### src/rtl/tfs_pkg.sv
package tfs_pkg;

    localparam int DIV_W       = 15;
    localparam int BAND_W      = 4;
    localparam int FRAME_BYTES = 5;
    localparam int IDX_W       = $clog2(FRAME_BYTES);

    // Tuning word held for the duration of one transaction.
    typedef struct packed {
        logic [DIV_W-1:0]  div;
        logic              rsa;
        logic              rsb;
        logic              cp;
        logic [BAND_W-1:0] band;
    } tune_word_t;

    typedef enum logic [1:0] {
        SQ_IDLE  = 2'd0,
        SQ_SEND  = 2'd1,
        SQ_WAIT  = 2'd2,
        SQ_ABORT = 2'd3
    } seq_state_t;

    // One command toward the bit-level engine.
    typedef struct packed {
        logic [7:0] data;
        logic       start;
        logic       stop;
        logic       nodata;
    } bus_cmd_t;

    // Byte at position pos of the transaction.
    function automatic logic [7:0] frame_byte(tune_word_t w, int pos, logic [7:0] addr);
        logic [7:0] b;
        case (pos)
            0:       b = addr;
            1:       b = {1'b0, w.div[14:8]};
            2:       b = w.div[7:0];
            3:       b = {1'b1, w.cp, 2'b00, 1'b1, w.rsa, w.rsb, 1'b0};
            default: b = {4'b0000, w.band};
        endcase
        return b;
    endfunction

endpackage

### src/rtl/tfs_slot_timer.sv
module tfs_slot_timer #(
    parameter int PERIOD_CYCLES = 1_000_000
) (
    input  logic clk,
    input  logic rst,
    output logic slot_tick
);
    localparam int CW = (PERIOD_CYCLES > 2) ? $clog2(PERIOD_CYCLES) : 1;
    localparam logic [CW-1:0] LAST_CNT = CW'(PERIOD_CYCLES - 1);

    logic [CW-1:0] cnt;

    always_ff @(posedge clk) begin
        if (rst) begin
            cnt <= '0;
        end else if (cnt == LAST_CNT) begin
            cnt <= '0;
        end else begin
            cnt <= cnt + 1'b1;
        end
    end

    assign slot_tick = (cnt == LAST_CNT);

endmodule

### src/rtl/tfs_frame_store.sv
module tfs_frame_store
    import tfs_pkg::*;
#(
    parameter logic [7:0] ADDR_BYTE = 8'hC2
) (
    input  logic                   clk,
    input  logic                   rst,
    input  logic                   load,
    input  tune_word_t             word_in,
    input  logic [IDX_W-1:0]       sel,
    output logic [7:0]             byte_out
);
    tune_word_t held;
    logic [7:0] bytes [FRAME_BYTES];

    always_ff @(posedge clk) begin
        if (rst) begin
            held <= '0;
        end else if (load) begin
            held <= word_in;
        end
    end

    for (genvar g = 0; g < FRAME_BYTES; g++) begin : g_byte
        assign bytes[g] = frame_byte(held, g, ADDR_BYTE);
    end

    always_comb begin
        byte_out = bytes[FRAME_BYTES-1];
        for (int k = 0; k < FRAME_BYTES; k++) begin
            if (sel == IDX_W'(k)) byte_out = bytes[k];
        end
    end

endmodule

### src/rtl/tfs_byte_sequencer.sv
module tfs_byte_sequencer
    import tfs_pkg::*;
(
    input  logic             clk,
    input  logic             rst,
    input  logic             slot_tick,
    input  logic             inhibit,
    input  logic [7:0]       cur_byte,
    input  logic             cmd_ready,
    input  logic             rsp_done,
    input  logic             rsp_ack,
    output logic             load,
    output logic [IDX_W-1:0] sel,
    output logic             cmd_valid,
    output bus_cmd_t         cmd,
    output logic             busy,
    output logic             frame_err
);
    localparam logic [IDX_W-1:0] LAST_IDX = IDX_W'(FRAME_BYTES - 1);

    seq_state_t       state, state_n;
    logic [IDX_W-1:0] idx, idx_n;
    logic             err_n;

    assign load = (state == SQ_IDLE) && slot_tick && !inhibit;

    always_comb begin
        state_n = state;
        idx_n   = idx;
        err_n   = frame_err;
        case (state)
            SQ_IDLE: begin
                if (load) begin
                    state_n = SQ_SEND;
                    idx_n   = '0;
                end
            end
            SQ_SEND: begin
                if (cmd_ready) state_n = SQ_WAIT;
            end
            SQ_WAIT: begin
                if (rsp_done) begin
                    if (!rsp_ack) begin
                        err_n   = 1'b1;
                        state_n = (idx == LAST_IDX) ? SQ_IDLE : SQ_ABORT;
                    end else if (idx == LAST_IDX) begin
                        err_n   = 1'b0;
                        state_n = SQ_IDLE;
                    end else begin
                        idx_n   = idx + 1'b1;
                        state_n = SQ_SEND;
                    end
                end
            end
            SQ_ABORT: begin
                if (cmd_ready) state_n = SQ_IDLE;
            end
            default: state_n = SQ_IDLE;
        endcase
    end

    always_ff @(posedge clk) begin
        if (rst) begin
            state     <= SQ_IDLE;
            idx       <= '0;
            frame_err <= 1'b0;
        end else begin
            state     <= state_n;
            idx       <= idx_n;
            frame_err <= err_n;
        end
    end

    assign sel       = idx;
    assign busy      = (state != SQ_IDLE);
    assign cmd_valid = (state == SQ_SEND) || (state == SQ_ABORT);

    always_comb begin
        cmd        = '0;
        cmd.nodata = (state == SQ_ABORT);
        cmd.start  = (state == SQ_SEND) && (idx == '0);
        cmd.stop   = ((state == SQ_SEND) && (idx == LAST_IDX)) || (state == SQ_ABORT);
        cmd.data   = (state == SQ_SEND) ? cur_byte : 8'h00;
    end

endmodule

### src/rtl/tuner_frame_seq.sv
module tuner_frame_seq
    import tfs_pkg::*;
#(
    parameter int         PERIOD_CYCLES = 1_000_000,
    parameter logic [7:0] ADDR_BYTE     = 8'hC2
) (
    input  logic        clk,
    input  logic        rst,
    input  logic [14:0] divider,
    input  logic        ref_sel_a,
    input  logic        ref_sel_b,
    input  logic        cp_high,
    input  logic [3:0]  band,
    input  logic        standby,
    input  logic        bus_release,
    output logic        cmd_valid,
    input  logic        cmd_ready,
    output logic [7:0]  cmd_byte,
    output logic        cmd_start,
    output logic        cmd_stop,
    output logic        cmd_nodata,
    input  logic        rsp_done,
    input  logic        rsp_ack,
    output logic        busy,
    output logic        frame_err
);
    logic             slot_tick;
    logic             load;
    logic [IDX_W-1:0] sel;
    logic [7:0]       cur_byte;
    tune_word_t       word_in;
    bus_cmd_t         cmd;

    assign word_in = '{div: divider, rsa: ref_sel_a, rsb: ref_sel_b, cp: cp_high, band: band};

    tfs_slot_timer #(.PERIOD_CYCLES(PERIOD_CYCLES)) u_timer (
        .clk       (clk),
        .rst       (rst),
        .slot_tick (slot_tick)
    );

    tfs_frame_store #(.ADDR_BYTE(ADDR_BYTE)) u_store (
        .clk      (clk),
        .rst      (rst),
        .load     (load),
        .word_in  (word_in),
        .sel      (sel),
        .byte_out (cur_byte)
    );

    tfs_byte_sequencer u_seq (
        .clk       (clk),
        .rst       (rst),
        .slot_tick (slot_tick),
        .inhibit   (standby | bus_release),
        .cur_byte  (cur_byte),
        .cmd_ready (cmd_ready),
        .rsp_done  (rsp_done),
        .rsp_ack   (rsp_ack),
        .load      (load),
        .sel       (sel),
        .cmd_valid (cmd_valid),
        .cmd       (cmd),
        .busy      (busy),
        .frame_err (frame_err)
    );

    assign cmd_byte   = cmd.data;
    assign cmd_start  = cmd.start;
    assign cmd_stop   = cmd.stop;
    assign cmd_nodata = cmd.nodata;

endmodule

### config.mk
export PLATFORM = sky130hd
export DESIGN_NAME = tuner_frame_seq
export DESIGN_NICKNAME = d
export VERILOG_FILES = /design/src/rtl/tfs_pkg.sv /design/src/rtl/tfs_slot_timer.sv /design/src/rtl/tfs_frame_store.sv /design/src/rtl/tfs_byte_sequencer.sv /design/src/rtl/tuner_frame_seq.sv
export SDC_FILE = /design/constraint.sdc
export NUM_CORES = 1
export LEC_CHECK = 0
export BUFFER_PORTS_ARGS = -buffer_cell sky130_fd_sc_hd__buf_4
export CORE_MARGIN = 10
export CORE_UTILIZATION = 55
export DETAILED_ROUTE_END_ITERATION = 16
export PLACE_DENSITY_LB_ADDON = 0.3
export SYNTH_ARGS = -nofsm -noshare
export SYNTH_HDL_FRONTEND = slang
export SYNTH_SLANG_ARGS = --single-unit
### constraint.sdc
create_clock -name clk -period 2.7 [get_ports clk]
set_input_delay 0.135 -clock clk [delete_from_list [all_inputs] [get_ports clk]]
set_output_delay 0.135 -clock clk [all_outputs]
set_load 0.02 [all_outputs]
Yosys cells after proc, flatten, opt, wreduce, memory -nomap -nowiden --
Cells that the tools add are included.
Word-level totals: register bits 48, input bits 29, output and inout port bits 14, word-level logic and storage cells 63
Operators by class: add/subtract/negate cells 2, equality and inequality tests 15, multiplexer cells 21, bitwise operators 1, reduce and logical (&&, ||, !) cells 15
Operators by type and width (number):
- two-way mux 8 bit | 6
- adder 20 x 1 -> 20 bit (second input constant) | 1
- equality test 20 bit (second input constant) | 1
- two-way mux 2 bit | 6
- two-way mux 3 bit | 4
- != test 2 bit (second input constant) | 6
- one-hot mux 2 bit (4 select lines) | 1
- equality test 3 x 2 -> 1 bit (second input constant) | 2
- one-hot mux 3 bit (2 select lines) | 1
- AND reduction 5 bit | 1
- equality test 2 bit (second input constant) | 2
- logical AND 1 bit | 4
- AND reduction 4 bit | 1
- nonzero test 2 bit | 2
- adder 3 x 1 -> 3 bit (second input constant) | 1
- equality test 3 x 1 -> 1 bit (second input constant) | 1
- equality test 3 bit (second input constant) | 1
- zero test 3 bit | 1
- two-way mux 1 bit | 3
- AND reduction 3 bit | 1
- equality test 2 x 1 -> 1 bit (second input constant) | 1
- zero test 2 bit | 1
- logical OR 1 bit | 2
- != test 2 x 1 -> 1 bit (second input constant) | 1
- 3 further kinds | 3

Longest topological paths before layout --
Gate-level depths: netlist (run 1).
depth after elaboration 7, mapped depth 8, depth with buffers taken out 7

Modules after synthesis --
A second synthesis (run 1) with hierarchy kept.
Unflattened totals: cells, all modules 262, area, all modules 2407.3 sq um
By module, submodules not included:
- tfs_frame_store | instances 1, cells an instance 100, area each 977.2 sq um, sequential area each 440.4 sq um
- tfs_slot_timer | instances 1, cells an instance 103, area each 929.6 sq um, sequential area each 400.4 sq um
- tfs_byte_sequencer | instances 1, cells an instance 58, area each 494.2 sq um, sequential area each 120.1 sq um
- tuner_frame_seq | instances 1, cells an instance 1, area each 6.3 sq um, sequential area each 0.0 sq um

Worst setup path before layout (run 1) --
Ideal clock, no wire load.
path kind reg-to-output, start point register u_seq.idx[2] (netlist: u_seq.sel[2]), end point output port cmd_byte[0], data arrival time 1971 ps, setup slack 594 ps, cell stages (with the launch flop) 7, path buffers 2, cell sequence dfxtp_1 > clkbuf_1 > inv_1 > ha_1 > clkbuf_1 > or4_1 > a21oi_1
On the way: cells in the longest elaborated chain, start to end 7, elaborated cells on any way between the ends 11, classes of those cells eq/ne: 4; mux: 6; reduce/logical: 1
Ends and longest elaborated chain:
- start, declared | line tfs_byte_sequencer.sv:22 | logic [IDX_W-1:0] idx, idx_n;
- start signal, assigned | line tfs_byte_sequencer.sv:69 | idx <= idx_n;
- zero test 3 bit | line tfs_frame_store.sv:31 | if (sel == IDX_W'(k)) byte_out = bytes[k];
- two-way mux 8 bit (4 in series) | line tfs_frame_store.sv:31
- two-way mux 8 bit (*) | line tfs_frame_store.sv:31
- two-way mux 8 bit (*) | line tfs_byte_sequencer.sv:83 | cmd.data = (state == SQ_SEND) ? cur_byte : 8'h00;
- end, declared | line tuner_frame_seq.sv:18 | output logic [7:0] cmd_byte,
Mark *: on every way between the ends. The rest lies on a longest branch, timed or not.

Worst setup path after layout (run 1) --
start point register u_seq.idx[0] (netlist: u_seq.sel[0]), end point output port cmd_byte[0]
Same word-level chain as after synthesis.

==> reports/summary.txt, run 1 <==
Sum of negative setup slack -> 0 ns
Yosys top cell area share -> 41.0%
Hold WS -> 0.0739 ns
Post-layout minimum cycle time -> 2.47 ns
Library cell used as clock root buffer -> clkbuf_8
Ratio of total power to cell area -> 468 nW/um^2
Most common library cell in the layout ignoring fill and taps -> nor2_1
Number of DRC violations after detailed routing -> 0
Routed wire per std cell -> 14.1 um
Sequential share of power -> 54.8%
End of the worst hold path -> u_store.bytes[30]
Vert. Die Dim -> 85.3 um
Worst-case register-to-register setup slack -> 0.38 ns
Top Family by Delay on Critical Path -> simple AND/OR/NAND/NOR gates
DRT Wirelength -> 5200 um
Effective utilization at floorplan -> 57.7%
Top routing layer used -> met4
Detailed-routing iteration count for the pre-antenna-repair pass -> 4
Total area of multi-input combinational cells -> 1280 sq um
Worst Hold Depth -> 3
Number of setup violations in the final report -> 0
Start-to-end type of the worst setup path -> reg -> out
Slowest-stage cell, CP -> ha_1
Critical path depth in cells -> 8
Slew at the pin with the worst max-slew slack -> 0.616 ns
Fraction of final layout cells sized beyond drive strength 1 -> 18.6%
Count of mapped cells out of synthesis -> 277
Antenna diodes -> 0
Start of the worst register-to-register path -> u_timer.cnt[0]
Final layout net count -> 352
Area of the core -> 4060 sq um
Final weighted congestion in routability-driven placement -> 0.810
Clock tree from TritonCTS -> done
Type of the most critical hold path -> in -> reg
Pin count of the biggest net entering global routing -> 33
Result of the run -> complete, no violations
Type of element capturing the critical path -> primary output
Overall die area -> 7270 sq um
IO Count -> 43
Met1 Routed Length -> 2440 um
Relative contribution of the clock network to total power -> 38.2%
Area leader, netlist -> dfxtp_1
Fmax -> 406 MHz
Port buffer count -> 42
Cell seen most often among critical-path stages -> a21oi_1
Via count -> 2021
Count of pins over their slew limit -> 0
Worst path arrival time -> 2.33 ns
Met3 wire length -> 334 um
Comb pwr share -> 7.0%
Amount of wire on met2 after detailed routing -> 2370 um
Max Root-Sink Buffers -> 2
Layout filler cell count -> 337
Warnings, synthesis -> 0
Share of the core filled with cells in the final layout -> 68.9%
Required time of the critical path -> 2.57 ns
Sw Pwr -> 0.275 mW
Area occupied by registers -> 961 sq um
Cell area after synthesis -> 2340 sq um
Critical path cell sequence -> inv_1, ha_1, a21oi_1, nor2_1, a21oi_1, or4_1, a21oi_1, buf_4
Clk Latency, worst-skew pair -> 0.29 ns
Vias in the first global route -> 2092
Critical R2R Capture -> u_store.bytes[0]
Mapped Avg Cell Area -> 8.46 sq um
Worst vdd rail ir drop -> 0.292 mV
Starting DRC count in detailed routing -> 144
Fin crit share -> 91.3%
Total overflow reported by the global router -> 0
Number of placed cells counting well taps -> 360
Detail-routed via count per cell -> 5.49
Total clock sinks -> 48
Std-Cell Rows -> 23
Antenna viol nets, final -> 0
Static leakage -> 1.08 nW
Unique cell type count in the Yosys netlist -> 37
Setup clock skew after layout -> 0.00564 ns
Startpoint kind of the worst setup timing path -> flip-flop
Finished Cell Area -> 2800 sq um
Final non-filler cell total -> 368
Wire length of the first global-routing pass -> 8980 um
Int Pwr -> 1.03 mW
Layout overhead on the synthesized area -> 19.4%
Slowest cell delay on critical path -> 0.48 ns
Worst R2R Path Depth -> 7
Number of max-capacitance violations reported -> 0
Initial antenna violation count -> 0
Hold Crit Start -> divider[14]
Horizontal die dimension -> 85.3 um
RSZ-0062 raised after global routing -> no
Fraction of power spent switching nets -> 21.0%
Top library cells by usage in the layout, fill and taps aside -> nor2_1 (63), dfxtp_1 (48), buf_4 (46)
Post-Synthesis Net Count -> 312
Top cells by area, synth -> dfxtp_1 (41%), mux2i_1 (10%), nor2_1 (10%)
Critical Path Fanout Max -> 14
Number of buffers created by CTS -> 5
Number of hold violations in the final report -> 0
Final HPWL DP -> 3860 um
Total buffers and inverters traversed by the critical path -> 2
Max-Slew Margin vs Limit -> 58.6%
Count of state elements after synthesis -> 48
Register area share after synthesis -> 41.0%
Number of levels in the clock H-tree -> 2
Placed inst area -> 2690 sq um
Overall Global Routing Usage -> 14.5%
Clock transition time at the flip-flop clock pins of the worst setup and hold paths -> 0.08 ns
==> tightest hold or removal path, cell delays in order <==
cell     delay (ns)
buf_4          0.07
mux2i_1        0.05
nor2_1         0.07
==> power by group through the flow <==
stage	clock network (mW)	registers [mW]	logic, mW
global placement	0	0.734	0.0926
finish	0.500	0.718	0.0920
floorplan	0	0.733	0.0432
CTS	0.511	0.718	0.0929
detailed placement	0	0.735	0.0925
global route	0.540	0.719	0.101
==> layer usage <==
layer | up-vias | global-route usage (%)
met3 | 7 | 4.40
met4 | 0 | 5.39
met1 | 946 | 17.4
li1 | 1017 | -
met5 | - | 0
met2 | 51 | 23.5
==> registers in the layout (all words and copies together) (netlist names) <==
signal and cells:
u_seq.frame_err 1, u_timer.cnt 20, u_seq.state 2, u_store.bytes 22, u_seq.sel 3
==> final cells by class <==
type	instances	share of cell area [%]
multi-input cells	206	45.9
inverters	10	1.34
repair buffers	46	12.3
clock inverters	2	1.25
well taps	50	2.24
clock buffers	6	2.59
flip-flops and latches	48	34.3
==> repair_timing <==
item	CTS	global route
setup endpoints to repair	0	1
hold buffers	0	0
setup buffers	0	0
gates resized for setup	0	1
==> metrics by stage <==
stage	worst slack, ns	power [mW]
2_1_floorplan	0.594	0.777
3_3_place_gp	0.453	0.827
5_1_grt	0.0551	1.36
3_5_place_dp	0.365	0.827
4_1_cts	0.204	1.32
6_report	0.235	1.31
==> worst max-delay path by stage <==
stage | startpoint | endpoint | slack [ns]
final | u_seq.sel[0] | cmd_byte[0] | 0.23
after global routing | u_seq.sel[0] | cmd_byte[0] | 0.06
after CTS | u_seq.sel[1] | cmd_byte[0] | 0.20
after detailed placement | u_timer.cnt[0] | u_store.bytes[0] | 0.36
after global placement | u_timer.cnt[0] | u_store.bytes[21] | 0.45
after floorplan | u_seq.sel[2] | cmd_byte[0] | 0.59
==> Yosys cell counts <==
cell type  number
nand4_1         3
o21ai_0         7
nand3_1         7
nand3b_1        3
or2_2           1
nor3_4          1
o22ai_1         1
o21a_1          2
o31ai_1         2
a311oi_1        1
nor3_1          4
nor4b_1         1
o21bai_1        2
or3b_2          1
xor2_1         12
a22oi_1         3
ha_1            6
o211ai_2        1
and3_1          2
nand2_1        17
and2_1          2
or3_1           4
inv_1          10
mux2i_1        24
clkbuf_1       11
or4_1           1
xnor2_1         5
dfxtp_1        48
mux2_1          2
nor4_1          5
nand2b_1        5
nor2_1         63
buf_6           2
a21oi_1        13
a211oi_1        3
or4_4           1
a21o_1          1
==> cell families after synthesis <==
kind of cell	after synthesis	synth area share, %
simple gates	121	24.3
flops	48	41.0
compound gates	36	9.61
mux	26	11.2
buf+inv	23	4.33
xor+xnor	17	6.36
fa+ha+maj	6	3.21
Note: power is estimated with default switching activity, not from simulation.
==> run 2, diff against run 1 <==
- SYNTH_HIERARCHICAL: not set -> 1
==> run 2 against run 1 <==
Clock power increased by 1%. Maximum frequency increased by 4.4%. Clock-buffer cell count unchanged. Critical endpoint is now u_seq/sel[1]. Clock skew increased by 0.0055 ns. Synthesized cell count decreased by 5.4%. Highest routed layer unchanged.
==> reports/summary.txt, run 2 <==
Static leakage -> 1.01 nW
Post-Synthesis Net Count -> 294
Layout overhead on the synthesized area -> 17.7%
Cell area after synthesis -> 2410 sq um
Routed wire per std cell -> 14.6 um
Top cells by area, synth -> dfxtp_1 (40%), mux2i_1 (10%), nor2_1 (7.2%)
Sequential share of power -> 55.7%
Max Root-Sink Buffers -> 2
Top library cells by usage in the layout, fill and taps aside -> dfxtp_1 (48), nor2_1 (46), buf_4 (43)
Warnings, synthesis -> 6
Share of flip-flops with an asynchronous set or reset -> 0%
Overall die area -> 7420 sq um
Detailed-routing iteration count for the pre-antenna-repair pass -> 4
Wire length of the first global-routing pass -> 8580 um
Start of the worst register-to-register path -> u_timer/cnt[16]
Total overflow reported by the global router -> 0
Register area share after synthesis -> 39.9%
Initial antenna violation count -> 0
Number of hold violations in the final report -> 0
Area leader, netlist -> dfxtp_1
Required time of the critical path -> 2.94 ns
Result of the run -> complete, no violations
Layout filler cell count -> 352
Number of buffers inserted to repair setup after CTS -> 0
Pin count of the biggest net entering global routing -> 33
Count of mapped cells out of synthesis -> 262
Slew at the pin with the worst max-slew slack -> 0.634 ns
Sw Pwr -> 0.261 mW
Clock tree from TritonCTS -> done
Library cell used as clock root buffer -> clkbuf_8
Clk Latency, worst-skew pair -> 0.30 ns
Std-Cell Rows -> 24
Type of element capturing the critical path -> flip-flop
Setup clock skew after layout -> 0.0112 ns
IO Count -> 43
Critical R2R Capture -> u_seq/sel[1]
Int Pwr -> 1.02 mW
Vias in the first global route -> 1862
Number of DRC violations after detailed routing -> 0
RSZ-0062 raised after global routing -> no
Area of the core -> 4290 sq um
Worst Hold Depth -> 3
Yosys top cell area share -> 39.9%
Max-Slew Margin vs Limit -> 57.6%
Post-layout minimum cycle time -> 2.36 ns
Worst vdd rail ir drop -> 0.379 mV
Via count -> 1912
Count of flip-flops with a built-in enable after synthesis -> 0
Number of buffers created by CTS -> 5
Horizontal die dimension -> 86.2 um
Most common library cell in the layout ignoring fill and taps -> dfxtp_1
Mapped Avg Cell Area -> 9.19 sq um
Hold Crit Start -> divider[6]
Startpoint kind of the worst setup timing path -> flip-flop
Clock transition time at the flip-flop clock pins of the worst setup and hold paths -> 0.09 ns
Ratio of total power to cell area -> 453 nW/um^2
Overall Global Routing Usage -> 13.9%
Count of state elements after synthesis -> 48
Top-count cell post-synth -> dfxtp_1
Final HPWL DP -> 3690 um
Most used flip-flop cell after synthesis -> dfxtp_1
Vert. Die Dim -> 86.2 um
Detail-routed via count per cell -> 5.42
Port buffer count -> 42
Number of levels in the clock H-tree -> 2
Fmax -> 424 MHz
DRT Wirelength -> 5150 um
Start-to-end type of the worst setup path -> reg -> reg
Starting DRC count in detailed routing -> 132
Comb pwr share -> 4.8%
Count of pins over their slew limit -> 0
Flip-flop count of the largest register after layout -> 22
Antenna viol nets, final -> 0
Type of the most critical hold path -> in -> reg
Total clock sinks -> 48
Worst path arrival time -> 2.60 ns
Number of max-capacitance violations reported -> 0
Final layout net count -> 332
Worst-case register-to-register setup slack -> 0.34 ns
Fin crit share -> 87.4%
Worst R2R Path Depth -> 6
Fraction of final layout cells sized beyond drive strength 1 -> 22.6%
Final weighted congestion in routability-driven placement -> 0.810
Number of buffers inserted for hold repair after clock tree synthesis -> 0
Relative contribution of the clock network to total power -> 39.4%
Unique cell type count in the Yosys netlist -> 55
End of the worst hold path -> u_store/bytes[22]
Number of setup violations in the final report -> 0
Fraction of power spent switching nets -> 20.4%
Sum of negative setup slack -> 0 ns
Antenna diodes -> 0
Critical Path Fanout Max -> 6
Number of gates resized after cts -> 0
Commonest cells post-synth -> dfxtp_1 (48), nor2_1 (46), mux2i_1 (25)
Effective utilization at floorplan -> 56.1%
Final Total Pwr -> 1.28 mW
run 2: power by group through the flow:
stage	clock [mW]	sequential [mW]	combinational, mW
2_1_floorplan	0	0.731	0.0227
3_3_place_gp	0	0.731	0.0613
3_5_place_dp	0	0.731	0.0621
4_1_cts	0.519	0.714	0.0623
5_1_grt	0.550	0.716	0.0673
6_report	0.506	0.715	0.0617
run 2: worst max-delay path, cell delays in order, from the launching register on:
cell	delay, ns
dfxtp_1	0.42
nand3_1	0.14
or4b_4	0.56
nor3_1	0.18
or3b_4	0.43
a221oi_4	0.35
mux2i_1	0.22
run 2: layout make-up:
| class | instances | area, sq um | share of cell area [%] |
|---|---|---|---|
| Clock buffer | 6 | 72.6 | 2.56 |
| Multi-Input combinational cell | 186 | 1300 | 45.9 |
| Inverter | 15 | 56.3 | 1.99 |
| Sequential cell | 48 | 961 | 33.9 |
| Timing Repair Buffer | 44 | 343 | 12.1 |
| Clock inverter | 2 | 35.0 | 1.24 |
| Tap cell | 52 | 65.1 | 2.30 |
run 2: logic make-up after synthesis:
family | synth area share, %
AND/OR/NAND/NOR | 24.3
multiplexers | 10.9
buffers and inverters | 6.29
adder cells (fa/ha/maj) | 1.56
AO/OA/AOI/OAI | 11.6
XOR/XNOR | 5.46
flip-flops | 39.9
run 2: worst max-delay path by stage:
stage          slack, ns      endpoint            start
5_1_grt             0.23  u_seq/sel[1]  u_timer/cnt[16]
3_5_place_dp        0.39  u_seq/sel[1]  u_timer/cnt[16]
4_1_cts             0.36  u_seq/sel[1]  u_timer/cnt[16]
3_3_place_gp        0.43  u_seq/sel[1]  u_timer/cnt[16]
2_1_floorplan       0.54  u_seq/sel[1]  u_timer/cnt[16]
6_report            0.34  u_seq/sel[1]  u_timer/cnt[16]
run 2: per-stage QoR:
step / hold WS (ns) / util, % / setup WS, ns / cells / instance area (sq um)
finish: 0.0589 / 66.0 / 0.340 / 353 / 2830
global route: 0.0667 / 66.0 / 0.230 / 353 / 2830
CTS: 0.0557 / 66.0 / 0.363 / 353 / 2830
detailed placement: 0.380 / 63.5 / 0.387 / 345 / 2730
global placement: 0.375 / 63.5 / 0.428 / 345 / 2730
floorplan: 0.204 / - / 0.539 / 262 / 2410
run 2: routing by layer:
metal | up-vias | track usage [%] | share of wire [%]
met4 | 0 | 5.84 | 1.3
met1 | 886 | 16.5 | 45
met3 | 5 | 3.41 | 4.7
met2 | 37 | 23.2 | 49
li1 | 984 | - | -
met5 | - | 0 | 0
